<file path="src/rtl/bootcmd_pkg.sv">
package bootcmd_pkg;
  localparam int WORD_W = 16;
  typedef logic [WORD_W-1:0] word_t;

  localparam word_t CODE_WARM_RESET = 16'h00F0;
  localparam word_t CODE_LOAD_ARM   = 16'h00E0;
  localparam word_t CODE_IDENTIFY   = 16'h0090;
  localparam word_t CODE_LOAD_GO    = 16'h0000;
endpackage

</file>
<file path="src/rtl/bootcmd_window.sv">
module bootcmd_window #(
  parameter int ADDR_W    = 16,
  parameter int BUF_BASE  = 16'h0000,
  parameter int BUF_WORDS = 16'h0200,
  parameter int SPR_BASE  = 16'h8000,
  parameter int SPR_WORDS = 16'h0010
) (
  input  logic              wr_en,
  input  logic [ADDR_W-1:0] wr_addr,
  output logic              hit
);
  localparam logic [ADDR_W-1:0] BUF_B = ADDR_W'(BUF_BASE);
  localparam logic [ADDR_W-1:0] BUF_N = ADDR_W'(BUF_WORDS);
  localparam logic [ADDR_W-1:0] SPR_B = ADDR_W'(SPR_BASE);
  localparam logic [ADDR_W-1:0] SPR_N = ADDR_W'(SPR_WORDS);

  logic [ADDR_W-1:0] buf_off, spr_off;

  always_comb begin
    buf_off = wr_addr - BUF_B;
    spr_off = wr_addr - SPR_B;
    hit     = wr_en && ((buf_off < BUF_N) || (spr_off < SPR_N));
  end
endmodule

</file>
<file path="src/rtl/bootcmd_phase.sv">
module bootcmd_phase
  import bootcmd_pkg::*;
(
  input  logic  clk,
  input  logic  rst,
  input  logic  hit,
  input  word_t wr_data,
  output logic  cmd_reset,
  output logic  cmd_ident,
  output logic  load_go,
  output logic  rst_req
);
  logic armed_q;
  logic first_cyc;

  always_comb begin
    first_cyc = hit && !armed_q;
    cmd_reset = first_cyc && (wr_data == CODE_WARM_RESET);
    cmd_ident = first_cyc && (wr_data == CODE_IDENTIFY);
    load_go   = hit && armed_q && (wr_data == CODE_LOAD_GO);
  end

  always_ff @(posedge clk) begin
    if (rst) begin
      armed_q <= 1'b0;
      rst_req <= 1'b0;
    end else begin
      rst_req <= cmd_reset;
      if (hit) armed_q <= first_cyc && (wr_data == CODE_LOAD_ARM);
    end
  end


  disarm_on_second_chk: assert property (@(posedge clk) disable iff (rst)
    (armed_q && hit) |=> !armed_q);


  no_reset_when_armed_chk: assert property (@(posedge clk) disable iff (rst)
    armed_q |=> !rst_req);
endmodule

</file>
<file path="src/rtl/bootcmd_loadctl.sv">
module bootcmd_loadctl
  import bootcmd_pkg::*;
#(
  parameter int PAGE_STEP   = 4,
  parameter int PAGE_KEEP_W = 8
) (
  input  logic  clk,
  input  logic  rst,
  input  logic  cmd_reset,
  input  logic  load_go,
  input  word_t blk_addr,
  input  logic  page_wr_en,
  input  word_t page_wr_data,
  input  logic  load_ack,
  output logic  load_req,
  output word_t load_blk,
  output word_t load_page,
  output word_t page_addr
);
  localparam int HI_W = WORD_W - PAGE_KEEP_W;

  logic advance;
  logic [PAGE_KEEP_W-1:0] page_low_next;

  always_comb begin
    advance       = load_req && load_ack;
    page_low_next = page_addr[PAGE_KEEP_W-1:0] + PAGE_KEEP_W'(PAGE_STEP);
  end

  always_ff @(posedge clk) begin
    if (rst) begin
      load_req  <= 1'b0;
      load_blk  <= '0;
      load_page <= '0;
    end else if (load_go && !load_req) begin
      load_req  <= 1'b1;
      load_blk  <= blk_addr;
      load_page <= page_addr;
    end else if (advance) begin
      load_req  <= 1'b0;
    end
  end

  always_ff @(posedge clk) begin
    if (rst || cmd_reset)  page_addr <= '0;
    else if (page_wr_en)   page_addr <= page_wr_data;
    else if (advance)      page_addr <= {{HI_W{1'b0}}, page_low_next};
  end


  load_hold_chk: assert property (@(posedge clk) disable iff (rst)
    (load_req && !load_ack) |=> (load_req && $stable(load_blk) && $stable(load_page)));


  load_release_chk: assert property (@(posedge clk) disable iff (rst)
    (load_req && load_ack) |=> !load_req);


  page_step_chk: assert property (@(posedge clk) disable iff (rst)
    (load_req && load_ack && !page_wr_en && !cmd_reset) |=>
      (page_addr[PAGE_KEEP_W-1:0] == $past(page_addr[PAGE_KEEP_W-1:0]) + PAGE_KEEP_W'(PAGE_STEP)));


  pending_blocks_new_chk: assert property (@(posedge clk) disable iff (rst)
    (load_req && !load_ack) |=> $stable(load_page));
endmodule

</file>
<file path="src/rtl/bootcmd_idseq.sv">
module bootcmd_idseq
  import bootcmd_pkg::*;
#(
  parameter int REG_SHIFT = 1,
  parameter int RAM_AW    = 10
) (
  input  logic              clk,
  input  logic              rst,
  input  logic              start,
  input  word_t             man_id,
  input  word_t             dev_id,
  input  word_t             wp_status,
  output logic              ram_we,
  output logic [RAM_AW-1:0] ram_addr,
  output logic [7:0]        ram_wdata
);
  localparam int ID_LEN = 3 << REG_SHIFT;
  localparam logic [RAM_AW-1:0] LAST_A = RAM_AW'(ID_LEN - 1);
  localparam logic [RAM_AW-1:0] DEV_A  = RAM_AW'(1 << REG_SHIFT);
  localparam logic [RAM_AW-1:0] WP_A   = RAM_AW'(2 << REG_SHIFT);

  logic [7:0] dev_b, wp_b;
  logic [RAM_AW-1:0] nxt_a;
  logic [7:0] nxt_d;

  always_comb begin
    nxt_a = ram_addr + 1'b1;
    if (nxt_a == DEV_A)     nxt_d = dev_b;
    else if (nxt_a == WP_A) nxt_d = wp_b;
    else                    nxt_d = 8'h00;
  end

  always_ff @(posedge clk) begin
    if (rst) begin
      ram_we    <= 1'b0;
      ram_addr  <= '0;
      ram_wdata <= 8'h00;
      dev_b     <= 8'h00;
      wp_b      <= 8'h00;
    end else if (start) begin
      ram_we    <= 1'b1;
      ram_addr  <= '0;
      ram_wdata <= man_id[7:0];
      dev_b     <= dev_id[7:0];
      wp_b      <= wp_status[7:0];
    end else if (ram_we) begin
      if (ram_addr == LAST_A) begin
        ram_we    <= 1'b0;
        ram_addr  <= '0;
        ram_wdata <= 8'h00;
      end else begin
        ram_addr  <= nxt_a;
        ram_wdata <= nxt_d;
      end
    end
  end


  id_range_chk: assert property (@(posedge clk) disable iff (rst)
    ram_we |-> (ram_addr <= LAST_A));


  id_ascend_chk: assert property (@(posedge clk) disable iff (rst)
    (ram_we && ram_addr != '0) |-> ($past(ram_we) && ram_addr == $past(ram_addr) + 1'b1));
endmodule

</file>
<file path="src/rtl/bootcmd_top.sv">
module bootcmd_top
  import bootcmd_pkg::*;
#(
  parameter int ADDR_W      = 16,
  parameter int BUF_BASE    = 16'h0000,
  parameter int BUF_WORDS   = 16'h0200,
  parameter int SPR_BASE    = 16'h8000,
  parameter int SPR_WORDS   = 16'h0010,
  parameter int REG_SHIFT   = 1,
  parameter int RAM_AW      = 10,
  parameter int PAGE_STEP   = 4,
  parameter int PAGE_KEEP_W = 8
) (
  input  logic              clk,
  input  logic              rst,
  input  logic              wr_en,
  input  logic [ADDR_W-1:0] wr_addr,
  input  logic [15:0]       wr_data,
  input  logic [15:0]       man_id,
  input  logic [15:0]       dev_id,
  input  logic [15:0]       wp_status,
  input  logic [15:0]       blk_addr,
  input  logic              page_wr_en,
  input  logic [15:0]       page_wr_data,
  input  logic              load_ack,
  output logic              rst_req,
  output logic              load_req,
  output logic [15:0]       load_blk,
  output logic [15:0]       load_page,
  output logic [15:0]       page_addr,
  output logic              ram_we,
  output logic [RAM_AW-1:0] ram_addr,
  output logic [7:0]        ram_wdata
);
  logic hit, cmd_reset, cmd_ident, load_go;

  bootcmd_window #(
    .ADDR_W(ADDR_W), .BUF_BASE(BUF_BASE), .BUF_WORDS(BUF_WORDS),
    .SPR_BASE(SPR_BASE), .SPR_WORDS(SPR_WORDS)
  ) win_i (
    .wr_en(wr_en), .wr_addr(wr_addr), .hit(hit)
  );

  bootcmd_phase phase_i (
    .clk(clk), .rst(rst), .hit(hit), .wr_data(wr_data),
    .cmd_reset(cmd_reset), .cmd_ident(cmd_ident), .load_go(load_go),
    .rst_req(rst_req)
  );

  bootcmd_loadctl #(.PAGE_STEP(PAGE_STEP), .PAGE_KEEP_W(PAGE_KEEP_W)) load_i (
    .clk(clk), .rst(rst), .cmd_reset(cmd_reset), .load_go(load_go),
    .blk_addr(blk_addr), .page_wr_en(page_wr_en), .page_wr_data(page_wr_data),
    .load_ack(load_ack), .load_req(load_req), .load_blk(load_blk),
    .load_page(load_page), .page_addr(page_addr)
  );

  bootcmd_idseq #(.REG_SHIFT(REG_SHIFT), .RAM_AW(RAM_AW)) id_i (
    .clk(clk), .rst(rst), .start(cmd_ident), .man_id(man_id),
    .dev_id(dev_id), .wp_status(wp_status), .ram_we(ram_we),
    .ram_addr(ram_addr), .ram_wdata(ram_wdata)
  );


  reset_clears_page_chk: assert property (@(posedge clk) disable iff (rst)
    rst_req |-> (page_addr == '0));


  outside_quiet_chk: assert property (@(posedge clk) disable iff (rst)
    (!hit) |=> !rst_req);
endmodule

</file>
<file path="config.mk">
export PLATFORM = sky130hd
export DESIGN_NAME = bootcmd_top
export DESIGN_NICKNAME = d
export VERILOG_FILES = /design/src/rtl/bootcmd_pkg.sv /design/src/rtl/bootcmd_window.sv /design/src/rtl/bootcmd_phase.sv /design/src/rtl/bootcmd_loadctl.sv /design/src/rtl/bootcmd_idseq.sv /design/src/rtl/bootcmd_top.sv
export SDC_FILE = /design/constraint.sdc
export NUM_CORES = 1
export LEC_CHECK = 0
export ABC_AREA = 1
export BUFFER_PORTS_ARGS = -buffer_cell sky130_fd_sc_hd__buf_4
export CAP_MARGIN = 20
export CORE_MARGIN = 2
export CORE_UTILIZATION = 35
export DETAILED_ROUTE_END_ITERATION = 7
export PLACE_DENSITY = 0.73
export SLEW_MARGIN = 20
export SYNTH_ARGS = -nofsm -noshare
export SYNTH_HDL_FRONTEND = slang
export SYNTH_HIERARCHICAL = 1
export SYNTH_SLANG_ARGS = --single-unit
</file>
<file path="constraint.sdc">
create_clock -name clk -period 2.5 [get_ports clk]
set_clock_uncertainty 0.15 [all_clocks]
set_input_delay 0.75 -clock clk [delete_from_list [all_inputs] [get_ports clk]]
set_output_delay 0.75 -clock clk [all_outputs]
set_load 0.02 [all_outputs]
</file>
==> flow_summary.yaml <==
outcome:
  status: "finished, final reports clean"
logic_synthesis:
  synth-seq-cells: 86
  ys_seq_area_frac: 0.442
  synth_enable_flop_cells: 0
  yosysTopAreaCellShare: 0.442
  ys_warn_count: 6
  synth_largest_area_cell: "dfxtp_1"
  synth-simple-area-share: 0.280
  synth_top_flop_cell: "dfxtp_1"
  ys_top_cells_by_area: "dfxtp_1 44%, nor2_1 9.8%, nand2_1 9.2%, o21ai_0 6.2%, a21oi_1 6.0%"
  synth_commonest_cells: "102 x nor2_1, 96 x nand2_1, 86 x dfxtp_1, 48 x o21ai_0, 47 x a21oi_1"
  synth_top_family_by_area: "simple AND/OR/NAND/NOR gates"
  ys_types: 35
  synth_nets: 655
  synthXorXnorAreaFrac: 0.00449
  synth_cells: 533
  synth_compound_area_frac: 0.179
  synth.most_common_cell: "nor2_1"
  synthAdderAreaFrac: 0.0161
  syn_avg_cell_area_sq_um: 7.31
  syn_area_sq_um: 3900
  async_flop_share: 0
  synthMuxAreaShare: 0
worst_setup_path:
  cp.arrival_ns: 2.25
  path_buf_inv: 5
  required_ns: 2.61
  critPathSlowestCell: "nor2_1"
  cp-end-kind: "register"
  crit_type: "in -> reg"
  crit_path_max_fanout: 15
  cpPeakStageDelay_ns: 0.18
  worst_setup_path_start_kind: "input pin"
  crit_top_cell: "nor2_1"
  path_delay_family: "simple AND/OR/NAND/NOR gates"
  critical_path.cell_chain: "buf_4 > nor2_1 > nand2_1 > nor2_1 > nand2_1 > inv_1 > nand3_1 > nor2_1 > inv_1 > nor2_2 > inv_2 > buf_4 > nor2_1 > nor2_1"
routing:
  drt-wirelength-per-cell_microns: 12.7
  via_per_inst: 4.86
  ant_nets: 0
  drc: 0
  vias: 4077
  routed_wirelength_microns: 10700
  drt_iter0_markers: 202
  drt-pass1-iter-count: 4
pwr:
  power_switching_mw: 0.651
  clkPwrFrac: 0.357
  switching_share: 0.257
  pwr-share-comb: 0.092
  seq_power_share: 0.551
  powerDensity_nw_per_um2: 469
  p_int_mw: 1.89
  irDropWorstVdd_mv: 0.220
  power_leakage_nw: 2.47
finish:
  final_net_count: 816
  final_cell_count_no_fill: 839
  seq_area_sq_um: 1720
  n_antenna_cell: 0
  utilization: 0.499
  syn_to_final_growth_pct: 38.7
  fillers: 1030
  multi_input_area_sq_um: 1870
  drive_gt1_frac: 0.318
floorplan:
  core_sq_um: 10800
  dieArea_sq_um: 12000
  start_util: 0.360
  die_height_microns: 110
  fp.dieW_microns: 110
  ios: 186
  rows: 38
place:
  gp_congestion: 0.811
  dp.cells: 823
  portBuffers: 157
  dp_hpwl_microns: 8070
  preCtsSetupSlack_ns: -0.0377
flow_run:
  max_cap_viol_count: 0
sta:
  layout_min_cycle_time_ns: 2.14
  worst_pin_slew_ns: 0.658
  rsz0062_at_grt: "no"
  whs_ns: 0.307
  hold_viol: 0
  drv_slew: 0
  period_share: 0.856
  slew_headroom: 0.560
  setup_viol: 0
  fin_ws_ns: 0.360
  fmax_ghz: 0.467
global_route:
  grt_max_degree: 34
  grt_overflow: 0
  grt_pass1_vias: 3690
  grt_first_pass_wirelength_microns: 16500
  antenna_found_initial: 0
  gr-usage-all-layers: 0.175
clock_tree:
  clockRootBuffer: "clkbuf_8"
  htree_levels: 3
  cts_resized: 0
  clk_latency_ns: 0.36
  clockBufferDepth: 2
  cts_buffers: 9
  post_cts_buffers: 0
  numClockSinks: 86
  clk_pin_slew_ns: 0.09
  cts_tree: "done"
  postCtsHoldBufs: 0
hold_path:
  min_path_type: "reg -> reg"
-- worst register-to-register path: stages, from the launching register on --
cell	delay (ns)
dfxtp_1	0.48
ha_1	0.23
nand2_2	0.11
nor2_2	0.16
nand2_1	0.07
nand2_1	0.07
nand2_2	0.06
inv_2	0.08
nand3_4	0.09
nor2_8	0.17
inv_4	0.08
nand2_1	0.07
nand2_1	0.07
a21oi_2	0.12
-- cell type report --
cell class              instances  share of cell area
clock buffers                   9              0.0229
clock inverters                 7              0.0104
inverters                      44              0.0310
multi-input cells             383               0.346
flip-flops and latches         86               0.319
well taps                     140              0.0324
repair buffers                170               0.238
-- path summary, 6_finish.rpt --
| path | cells after the start | slack, ns | start | to |
|---|---|---|---|---|
| setup reg to reg | 13 | 0.42 | id_i/ram_addr[0]$_SDFFE_PP0P_ | id_i/ram_wdata[1]$_SDFFE_PP0P_ |
| hold / removal | 2 | 0.31 | id_i/dev_b[3]$_SDFFE_PP0P_ | id_i/dev_b[3]$_SDFFE_PP0P_ |
| hold reg to reg | 2 | 0.31 | id_i/dev_b[3]$_SDFFE_PP0P_ | id_i/dev_b[3]$_SDFFE_PP0P_ |
| setup / recovery | 14 | 0.36 | wr_addr[9] | load_i/load_page[1]$_SDFFE_PP0P_ |
-- sequential cells by signal (all words and copies together) (netlist names) --
signal and cells:
id_i/ram_wdata 8, load_i/page_addr 16, id_i/wp_b 8, id_i/ram_we 1, id_i/dev_b 8, load_i/load_blk 16
phase_i/armed_q 1, load_i/load_req 1, phase_i/rst_req 1, load_i/load_page 16, id_i/ram_addr 10
-- power groups by stage --
stage	registers, mW	clock network [mW]	logic, mW
after floorplan	1.44	0	0.0660
after global placement	1.43	0	0.229
after detailed placement	1.43	0	0.233
after CTS	1.40	0.936	0.233
after global routing	1.40	1.00	0.251
final	1.40	0.905	0.232
-- metrics by stage --
step,TNS [ns],power [mW],cell area (sq um)
floorplan,0,1.51,3900
global placement,-0.0949,1.66,5230
detailed placement,-0.176,1.66,5230
CTS,0,2.57,5410
global route,0,2.65,5410
finish,0,2.54,5410
-- placed cells by master, fill, tap and decap left out, drive strengths merged --
master / Yosys / routed
o21bai: 1 / 1
a22oi: 9 / 9
o21a: 1 / 1
clkbuf: 11 / 9
dfxtp: 86 / 86
ha: 5 / 5
or2: 2 / 2
nor3: 2 / 2
inv: 41 / 44
clkinv: 3 / 6
a31oi: 1 / 1
nand3: 27 / 27
nand4: 3 / 3
clkinvlp: 0 / 1
o22ai: 1 / 1
buf: 9 / 170
nor2: 112 / 112
o21ai: 58 / 58
a21oi: 56 / 56
nand2: 103 / 103
xor2: 2 / 2
-- metal layers --
layer | track usage | wire length, microns | vias up | part of all wire
li1 | - | - | 2048 | -
met1 | 0.210 | 4670 | 1857 | 0.44
met2 | 0.299 | 4910 | 157 | 0.46
met3 | 0.0409 | 868 | 15 | 0.081
met4 | 0.0714 | 214 | 0 | 0.020
met5 | 0 | 0 | - | 0
-- cell families after synthesis --
logic type      after synthesis
flops                        86
buf+inv                      64
xor+xnor                      2
compound gates              127
simple gates                249
fa+ha+maj                     5
(Power assumes the default switching activity.)
